===== src/rtl/exc_pkg.sv =====
// Shared constants for the exception control unit.
// Assumes: register indices are fixed by software convention.
package exc_pkg;
    localparam logic [4:0] IDX_BADADDR = 5'd8;
    localparam logic [4:0] IDX_MASK    = 5'd12;
    localparam logic [4:0] IDX_CAUSE   = 5'd13;
    localparam logic [4:0] IDX_EPC     = 5'd14;
endpackage


===== src/rtl/exc_access_guard.sv =====
// Qualifies the decoded access strobes by the current mode.
// Assumes: at most one of read/write/return is set in a cycle.
module exc_access_guard (
    input  logic op_read,
    input  logic op_write,
    input  logic op_return,
    input  logic priv,
    output logic rd_ok,
    output logic wr_ok,
    output logic ret_ok,
    output logic illegal
);
    // Privileged accesses pass only in privileged mode.
    always_comb begin
        rd_ok   = op_read & priv;
        wr_ok   = op_write & priv;
        ret_ok  = op_return & priv;
        illegal = (op_read | op_write) & ~priv;
    end
endmodule


===== src/rtl/exc_arbiter.sv =====
// Masks request lines, adds the illegal-access cause, picks the lowest code.
// Assumes: ILL_CODE < NCAUSE; the illegal cause ignores the mask.
module exc_arbiter #(
    parameter int NCAUSE   = 8,
    parameter int ILL_CODE = 2,
    localparam int CAUSE_W = $clog2(NCAUSE)
) (
    input  logic [NCAUSE-1:0]  req,
    input  logic [NCAUSE-1:0]  mask,
    input  logic               illegal,
    output logic               take,
    output logic [CAUSE_W-1:0] code
);
    logic [NCAUSE-1:0] eff;

    // Effective request vector and lowest-index winner.
    always_comb begin
        eff  = (req & mask) | (NCAUSE'(illegal) << ILL_CODE);
        take = |eff;
        code = '0;
        for (int i = NCAUSE - 1; i >= 0; i--) begin
            if (eff[i]) code = CAUSE_W'(i);
        end
    end
endmodule


===== src/rtl/exc_state_regs.sv =====
// Holds saved PC, cause, bad address, mask and the mode flag; read mux.
// Assumes: XLEN > NCAUSE; take has priority over write and return.
module exc_state_regs
    import exc_pkg::*;
#(
    parameter int XLEN   = 32,
    parameter int NCAUSE = 8,
    localparam int CAUSE_W = $clog2(NCAUSE)
) (
    input  logic               clk,
    input  logic               rst_n,
    input  logic               take,
    input  logic [CAUSE_W-1:0] take_code,
    input  logic [XLEN-1:0]    cur_pc,
    input  logic [XLEN-1:0]    fault_addr,
    input  logic               wr_en,
    input  logic               rd_en,
    input  logic               ret_en,
    input  logic [4:0]         idx,
    input  logic [XLEN-1:0]    wr_data,
    output logic [XLEN-1:0]    rd_data,
    output logic               priv_q,
    output logic [NCAUSE-1:0]  mask_q,
    output logic [CAUSE_W-1:0] cause_q,
    output logic [XLEN-1:0]    epc_q
);
    logic [XLEN-1:0] bad_q;

    // State update: exception capture, else return and register writes.
    always_ff @(posedge clk) begin
        if (!rst_n) begin
            epc_q   <= '0;
            cause_q <= '0;
            bad_q   <= '0;
            mask_q  <= '0;
            priv_q  <= 1'b1;
        end else if (take) begin
            epc_q   <= cur_pc;
            cause_q <= take_code;
            bad_q   <= fault_addr;
            priv_q  <= 1'b1;
        end else begin
            if (ret_en) priv_q <= 1'b0;
            if (wr_en) begin
                case (idx)
                    IDX_EPC:     epc_q   <= wr_data;
                    IDX_CAUSE:   cause_q <= wr_data[CAUSE_W-1:0];
                    IDX_BADADDR: bad_q   <= wr_data;
                    IDX_MASK:    mask_q  <= wr_data[NCAUSE-1:0];
                    default:     ;
                endcase
            end
        end
    end

    // Read mux, zero for unimplemented indices or when not enabled.
    always_comb begin
        rd_data = '0;
        if (rd_en) begin
            case (idx)
                IDX_EPC:     rd_data = epc_q;
                IDX_CAUSE:   rd_data = {{(XLEN-CAUSE_W){1'b0}}, cause_q};
                IDX_BADADDR: rd_data = bad_q;
                IDX_MASK:    rd_data = {{(XLEN-NCAUSE){1'b0}}, mask_q};
                default:     rd_data = '0;
            endcase
        end
    end
endmodule


===== src/rtl/exc_ctl_unit.sv =====
// Top of the exception control unit: guard, arbiter and register state.
// Assumes: the core applies redirect in the same cycle it is raised.
module exc_ctl_unit #(
    parameter int          XLEN       = 32,
    parameter int          NCAUSE     = 8,
    parameter int          ILL_CODE   = 2,
    parameter logic [31:0] HANDLER_PC = 32'h0000_0080,
    localparam int         CAUSE_W    = $clog2(NCAUSE)
) (
    input  logic              clk,
    input  logic              rst_n,
    input  logic [NCAUSE-1:0] exc_req,
    input  logic [XLEN-1:0]   cur_pc,
    input  logic [XLEN-1:0]   fault_addr,
    input  logic              op_read,
    input  logic              op_write,
    input  logic              op_return,
    input  logic [4:0]        reg_idx,
    input  logic [XLEN-1:0]   wr_data,
    output logic              redirect,
    output logic [XLEN-1:0]   redirect_pc,
    output logic [XLEN-1:0]   rd_data,
    output logic              priv_mode,
    output logic              illegal_op
);
    logic               rd_ok, wr_ok, ret_ok, illegal, take;
    logic [CAUSE_W-1:0] win_code, cause_q;
    logic [NCAUSE-1:0]  mask_q;
    logic [XLEN-1:0]    epc_q;
    logic               priv_q;

    exc_access_guard u_guard (
        .op_read(op_read), .op_write(op_write), .op_return(op_return),
        .priv(priv_q), .rd_ok(rd_ok), .wr_ok(wr_ok), .ret_ok(ret_ok),
        .illegal(illegal)
    );

    exc_arbiter #(.NCAUSE(NCAUSE), .ILL_CODE(ILL_CODE)) u_arb (
        .req(exc_req), .mask(mask_q), .illegal(illegal),
        .take(take), .code(win_code)
    );

    exc_state_regs #(.XLEN(XLEN), .NCAUSE(NCAUSE)) u_regs (
        .clk(clk), .rst_n(rst_n), .take(take), .take_code(win_code),
        .cur_pc(cur_pc), .fault_addr(fault_addr),
        .wr_en(wr_ok & ~take), .rd_en(rd_ok), .ret_en(ret_ok & ~take),
        .idx(reg_idx), .wr_data(wr_data), .rd_data(rd_data),
        .priv_q(priv_q), .mask_q(mask_q), .cause_q(cause_q), .epc_q(epc_q)
    );

    // Drive the block outputs.
    always_comb begin
        redirect    = take;
        redirect_pc = XLEN'(HANDLER_PC);
        priv_mode   = priv_q;
        illegal_op  = illegal;
    end
endmodule


===== config.mk =====
export PLATFORM = sky130hd
export DESIGN_NAME = exc_ctl_unit
export DESIGN_NICKNAME = d
export VERILOG_FILES = /design/src/rtl/exc_pkg.sv /design/src/rtl/exc_access_guard.sv /design/src/rtl/exc_arbiter.sv /design/src/rtl/exc_state_regs.sv /design/src/rtl/exc_ctl_unit.sv
export SDC_FILE = /design/constraint.sdc
export NUM_CORES = 1
export LEC_CHECK = 0
export CORE_AREA = 2 2 106 77
export CTS_BUF_LIST = sky130_fd_sc_hd__clkbuf_4 sky130_fd_sc_hd__clkbuf_8
export CTS_CLUSTER_SIZE = 40
export DETAILED_ROUTE_END_ITERATION = 10
export DIE_AREA = 0 0 108 79
export DONT_BUFFER_PORTS = 1
export MAX_ROUTING_LAYER = met4
export PLACE_DENSITY = 0.77
export SLEW_MARGIN = 10
export SYNTH_ARGS = -nofsm -noshare
export SYNTH_HDL_FRONTEND = slang
export SYNTH_SLANG_ARGS = --single-unit

===== constraint.sdc =====
create_clock -name clk -period 2.7 [get_ports clk]
set_input_delay 0.54 -clock clk [delete_from_list [all_inputs] [get_ports clk]]
set_output_delay 0.54 -clock clk [all_outputs]
set_load 0.005 [all_outputs]

== Word-level counts from Yosys, hierarchy flattened ==
Cells that the tools add are included.

* Output and inout port bits: 67
* Input bits: 114
* Register bits after elaboration: 76
* Word-level logic and storage cells: 50

* Bitwise gates (word level): 12
* Reduce and logical (&&, ||, !) cells: 10
* Eq/ne operators: 4
* Multiplexer cells: 19

{| class="wikitable"
|+ Operators with widths
! cell !! count
|-
| $mux W32 || 7
|-
| $pmux W32 S4 || 1
|-
| $mux W3 || 11
|-
| $eq A5 B4 Y1 const B || 4
|-
| $reduce_or A9 Y1 || 1
|-
| $and A8 B8 Y8 || 1
|-
| $or A8 B3 Y8 || 1
|-
| $reduce_bool A2 Y1 || 4
|-
| $reduce_or A8 Y1 || 1
|-
| $and A1 B1 Y1 || 6
|-
| $reduce_and A2 Y1 || 3
|-
| $not A1 Y1 || 3
|-
| $reduce_and A3 Y1 || 1
|-
| $or A1 B1 Y1 || 1
|}

== Depth between registers and ports, before layout ==
* Depth after elaboration: 12
* Depth in mapped cells: 7
* Mapped depth without buffers: 5

== Modules after synthesis ==
Synthesis repeated with hierarchy kept, for this count alone.

* Cells, all modules: 622
* Area total of the unflattened synthesis: 4,745.8 sq um

{| class="wikitable"
|+ By module, submodules not included
! module !! cells an instance !! seq. area each (sq um) !! area an instance (sq um) !! times used
|-
| exc_state_regs || 560 || 1,521.5 || 4,346.7 || 1
|-
| exc_ctl_unit || 36 || 0.0 || 260.2 || 1
|-
| exc_arbiter || 22 || 0.0 || 106.4 || 1
|-
| exc_access_guard || 4 || 0.0 || 32.5 || 1
|}

== Worst setup path before layout ==
No wires, ideal clock.

* Path type: input-to-output
* From: in reg_idx[0]
* To: out rd_data[11]
* Path slack: 0.331 ns
* Stages on the path: 6
* Arrival time: 1.829 ns
* Data required time: 2.160 ns
* Path buffers: 2
* Cells stage by stage: buf_2 > or3_1 > nor2_1 > clkbuf_1 > a22oi_1 > nor2_1

* Cells in the longest elaborated chain, start to end: 3
* Elaborated cells between the ends (all ways): 6
* Those cells by class: 4 x eq/ne; 2 x mux

{| class="wikitable"
|+ RTL lines
! item !! RTL line !! RTL
|-
| start, declared || exc_ctl_unit.sv:18 || <nowiki>input logic [4:0] reg_idx,</nowiki>
|-
| $eq A5 B4 Y1 || exc_state_regs.sv:60 || <nowiki>case (idx)</nowiki>
|-
| $pmux W32 S4 * || exc_state_regs.sv:60 ||
|-
| $mux W32 * || exc_state_regs.sv:59 || <nowiki>if (rd_en) begin</nowiki>
|-
| end, declared || exc_ctl_unit.sv:22 || <nowiki>output logic [XLEN-1:0] rd_data,</nowiki>
|}

Mark *: on every way between the ends. The rest lies on a longest branch, timed or not.

== Worst setup path after layout ==
* From: reg u_regs.priv_q
* To: out redirect

* Cells in the longest elaborated chain, start to end: 4

{| class="wikitable"
|+ RTL lines
! item !! RTL line !! RTL
|-
| start, declared || exc_state_regs.sv:22 || <nowiki>output logic priv_q,</nowiki>
|-
| start signal, assigned || exc_state_regs.sv:36 || <nowiki>priv_q <= 1'b1;</nowiki>
|-
| start signal, assigned || exc_state_regs.sv:41 || <nowiki>priv_q <= 1'b1;</nowiki>
|-
| start signal, assigned || exc_state_regs.sv:43 || <nowiki>if (ret_en) priv_q <= 1'b0;</nowiki>
|-
| $not A1 Y1 || exc_access_guard.sv:18 || <nowiki>illegal = (op_read | op_write) & ~priv;</nowiki>
|-
| $and A1 B1 Y1 || exc_access_guard.sv:18 ||
|-
| via illegal_op || exc_ctl_unit.sv:24 || <nowiki>output logic illegal_op</nowiki>
|-
| $or A8 B3 Y8 || exc_arbiter.sv:18 || <nowiki>eff = (req & mask) | (NCAUSE'(illegal) << ILL_CODE);</nowiki>
|-
| $reduce_or A8 Y1 || exc_arbiter.sv:19 || <nowiki>take = |eff;</nowiki>
|-
| end, declared || exc_ctl_unit.sv:20 || <nowiki>output logic redirect,</nowiki>
|}

The timed path passes the listed nets, and every way through them passes these cells.

==> reports/metrics.csv <==
stage;metric;value;unit
status;status;finished, final reports clean;
logic_synthesis;syn-cell-area;0.00439;mm2
logic_synthesis;synth.largest_area_cell;dfxtp_1;
worst_setup_path;start_kind;flop;
logic_synthesis;postSynthAreaPerCell;9.05;um2
sta;final-setup-viol-count;0;
clock_tree;cts_tree;built;
logic_synthesis;syn_inst;485;
finish;num-fill-cells;678;
clock_tree;clk_latency;0.36;ns
routing;vias_per_cell;6.16;
finish;final_common_cell;nand2_1;
routing;finalWirelength;10800;um
power;sequentialPowerShare;0.507;
clock_tree;numCtsBuffers;9;
global_routing;gr-usage-all-layers;0.255;
die;fp.dieH;79;um
sta;period_share;0.889;
power;clockPowerShare;0.357;
finish;mostFrequentLayoutCells;85 x nand2_1, 76 x dfxtp_1, 65 x mux2i_1, 64 x o211a_1, 39 x nor2_1;
global_routing;grt_pass1_wl;16100;um
sta;rsz0062_at_grt;false;
power;p_per_area;552;mW/mm2
sta;max_freq;416;MHz
sta;drv_slew;0;
clock_tree;cts_max_level;3;
worst_setup_path;worst_setup_path_end_kind;output pin;
routing;dr.pass1.iters;5;
min_path;hp-class;input port to flop;
worst_setup_path;path_max_fanout;6;
placed_design;place_ws;0.371;ns
logic_synthesis;synth_cell_type_count;35;
global_routing;grt_max_degree;84;
die;die_w;108;um
die;core_area;0.00760;mm2
routing;wl_per_cell;18.8;um
clock_tree;cts_max_path_buffers;2;
run;maxCapViolations;0;
sta;skew;0.0103;ns
finish;fin_nets;581;
die;ioPinCount;181;
power;intPower;1.87;mW
finish;regArea;0.00152;mm2
logic_synthesis;ys_seq_area_frac;0.347;
sta;setup_slack;0.299;ns
clock_tree;cts_root_buf;clkbuf_8;
finish;area_growth;3.56;%
clock_tree;cts_resized;0;
routing;drt_iter0_markers;324;
global_routing;grt_pass1_vias;3284;
placed_design;hpwl;7390;um
routing;dr_total_vias;3534;
logic_synthesis;ys_top_cells_by_area;dfxtp_1 35%, mux2i_1 15%, o211a_1 15%;
logic_synthesis;synth-seq-cells;76;
placed_design;gp_congestion;0.867;
global_routing;globalRouteOverflowTotal;0;
power;peakVddDrop;0.328;mV
finish;multi_input_area;0.00254;mm2
die;fp-row-count;27;
placed_design;numPortBuffers;0;
routing;drcViolationCount;0;
die;initial_utilization;0.577;
routing;antenna_left;0;
power;p_sw;0.639;mW
die;die_area;0.00853;mm2
logic_synthesis;synth_top_area_frac;0.347;
sta;fin_setup_tns;0;ns
clock_tree;cts.sinks;76;
logic_synthesis;yosys_warnings;0;
clock_tree;ctsHoldBuffers;0;
logic_synthesis;synthArstFlopShare;0;
logic_synthesis;synth-edff-count;0;
sta;hold_viol;0;
power;p_sw_frac;0.255;
worst_setup_path;path_class;flop to output pin;
clock_tree;post-cts-setup-buffer-count;0;
worst_setup_path;cp.arrival;1.86;ns
logic_synthesis;synthFlopType;dfxtp_1;
sta;period_needed;2.40;ns
global_routing;grt_antenna_before_repair;1;
worst_setup_path;crit_required;2.16;ns
power;p_leak;2.21;nW
power;comb_power_share;0.136;
finish;layout-drive-gt1-share;0.108;
clock_tree;clk_pin_slew;0.07;ns
[metrics by stage]
step | cell area, um2 | hold slack, ns | std cells | util | total power [mW]
2_1_floorplan | 4500 | 0.490 | 515 | - | 1.63
3_3_place_gp | 4340 | 0.509 | 557 | 0.570 | 1.62
3_5_place_dp | 4340 | 0.515 | 557 | 0.570 | 1.64
4_1_cts | 4540 | 0.254 | 573 | 0.598 | 2.53
5_1_grt | 4540 | 0.266 | 574 | 0.598 | 2.63
6_report | 4540 | 0.290 | 574 | 0.598 | 2.51
[per-layer routing]
| layer | track usage | vias to the layer above | routed length [um] | part of all wire |
|---|---|---|---|---|
| li1 | - | 1662 | - | - |
| met1 | 0.309 | 1676 | 4520 | 0.42 |
| met2 | 0.391 | 182 | 4920 | 0.45 |
| met3 | 0.0961 | 14 | 1220 | 0.11 |
| met4 | 0.0885 | 0 | 165 | 0.015 |
| met5 | - | - | 0 | 0 |
[state kept, by name, summed over array words and instances (netlist names)]
name / count
u_regs.cause_q: 3
u_regs.bad_q: 32
u_regs.mask_q: 8
u_regs.epc_q: 32
u_regs.priv_q: 1
[cell families after synthesis]
kind of cell | share of synthesized area
AND/OR/NAND/NOR | 0.145
AO/OA/AOI/OAI | 0.243
flip-flops | 0.347
buffers and inverters | 0.103
adder cells (fa/ha/maj) | 0.00228
other | 0.00171
multiplexers | 0.159
[path summary, 6_finish.rpt]
kind                                         from  slack (ns)           endpoint  cells after the start
worst min register to register  u_regs.cause_q[1]        0.53  u_regs.cause_q[1]                      2
worst max-delay path                u_regs.priv_q        0.30           redirect                      4
worst min-delay path                        rst_n        0.29      u_regs.priv_q                      1
worst max register to register      u_regs.priv_q        0.58   u_regs.mask_q[6]                      6
[cell type report]
type	instances	share of cell area
antenna	1	0.000551
timing repair buffer	14	0.0314
sequential	76	0.335
clock buffer	13	0.0352
clock inverter	3	0.0102
inverter	2	0.00165
tap	101	0.0278
multi-input combinational	364	0.558
[synth_stat cells, drive strengths merged (4+ instances only)]
cell	count
nand2	85
dfxtp	76
mux2i	65
o211a	64
buf	53
nor2	41
a22oi	29
clkbuf	20
a31o	8
a21oi	6
a222oi	5
nor3	5
mux2	4
[power groups by stage]
stage / sequential, mW / combinational [mW] / clock (mW)
floorplan: 1.28 / 0.342 / 0
CTS: 1.27 / 0.340 / 0.918
detailed placement: 1.30 / 0.338 / 0
global route: 1.28 / 0.384 / 0.968
global placement: 1.29 / 0.326 / 0
finish: 1.27 / 0.341 / 0.895
[critical path, cell delays in order, from the launching register on]
cell and delay [ns]:
dfxtp_1 0.45, o21ba_4 0.21, a221o_2 0.37, nor3_4 0.35
inv_1 0.12
Power figures use the tool's default switching activity.
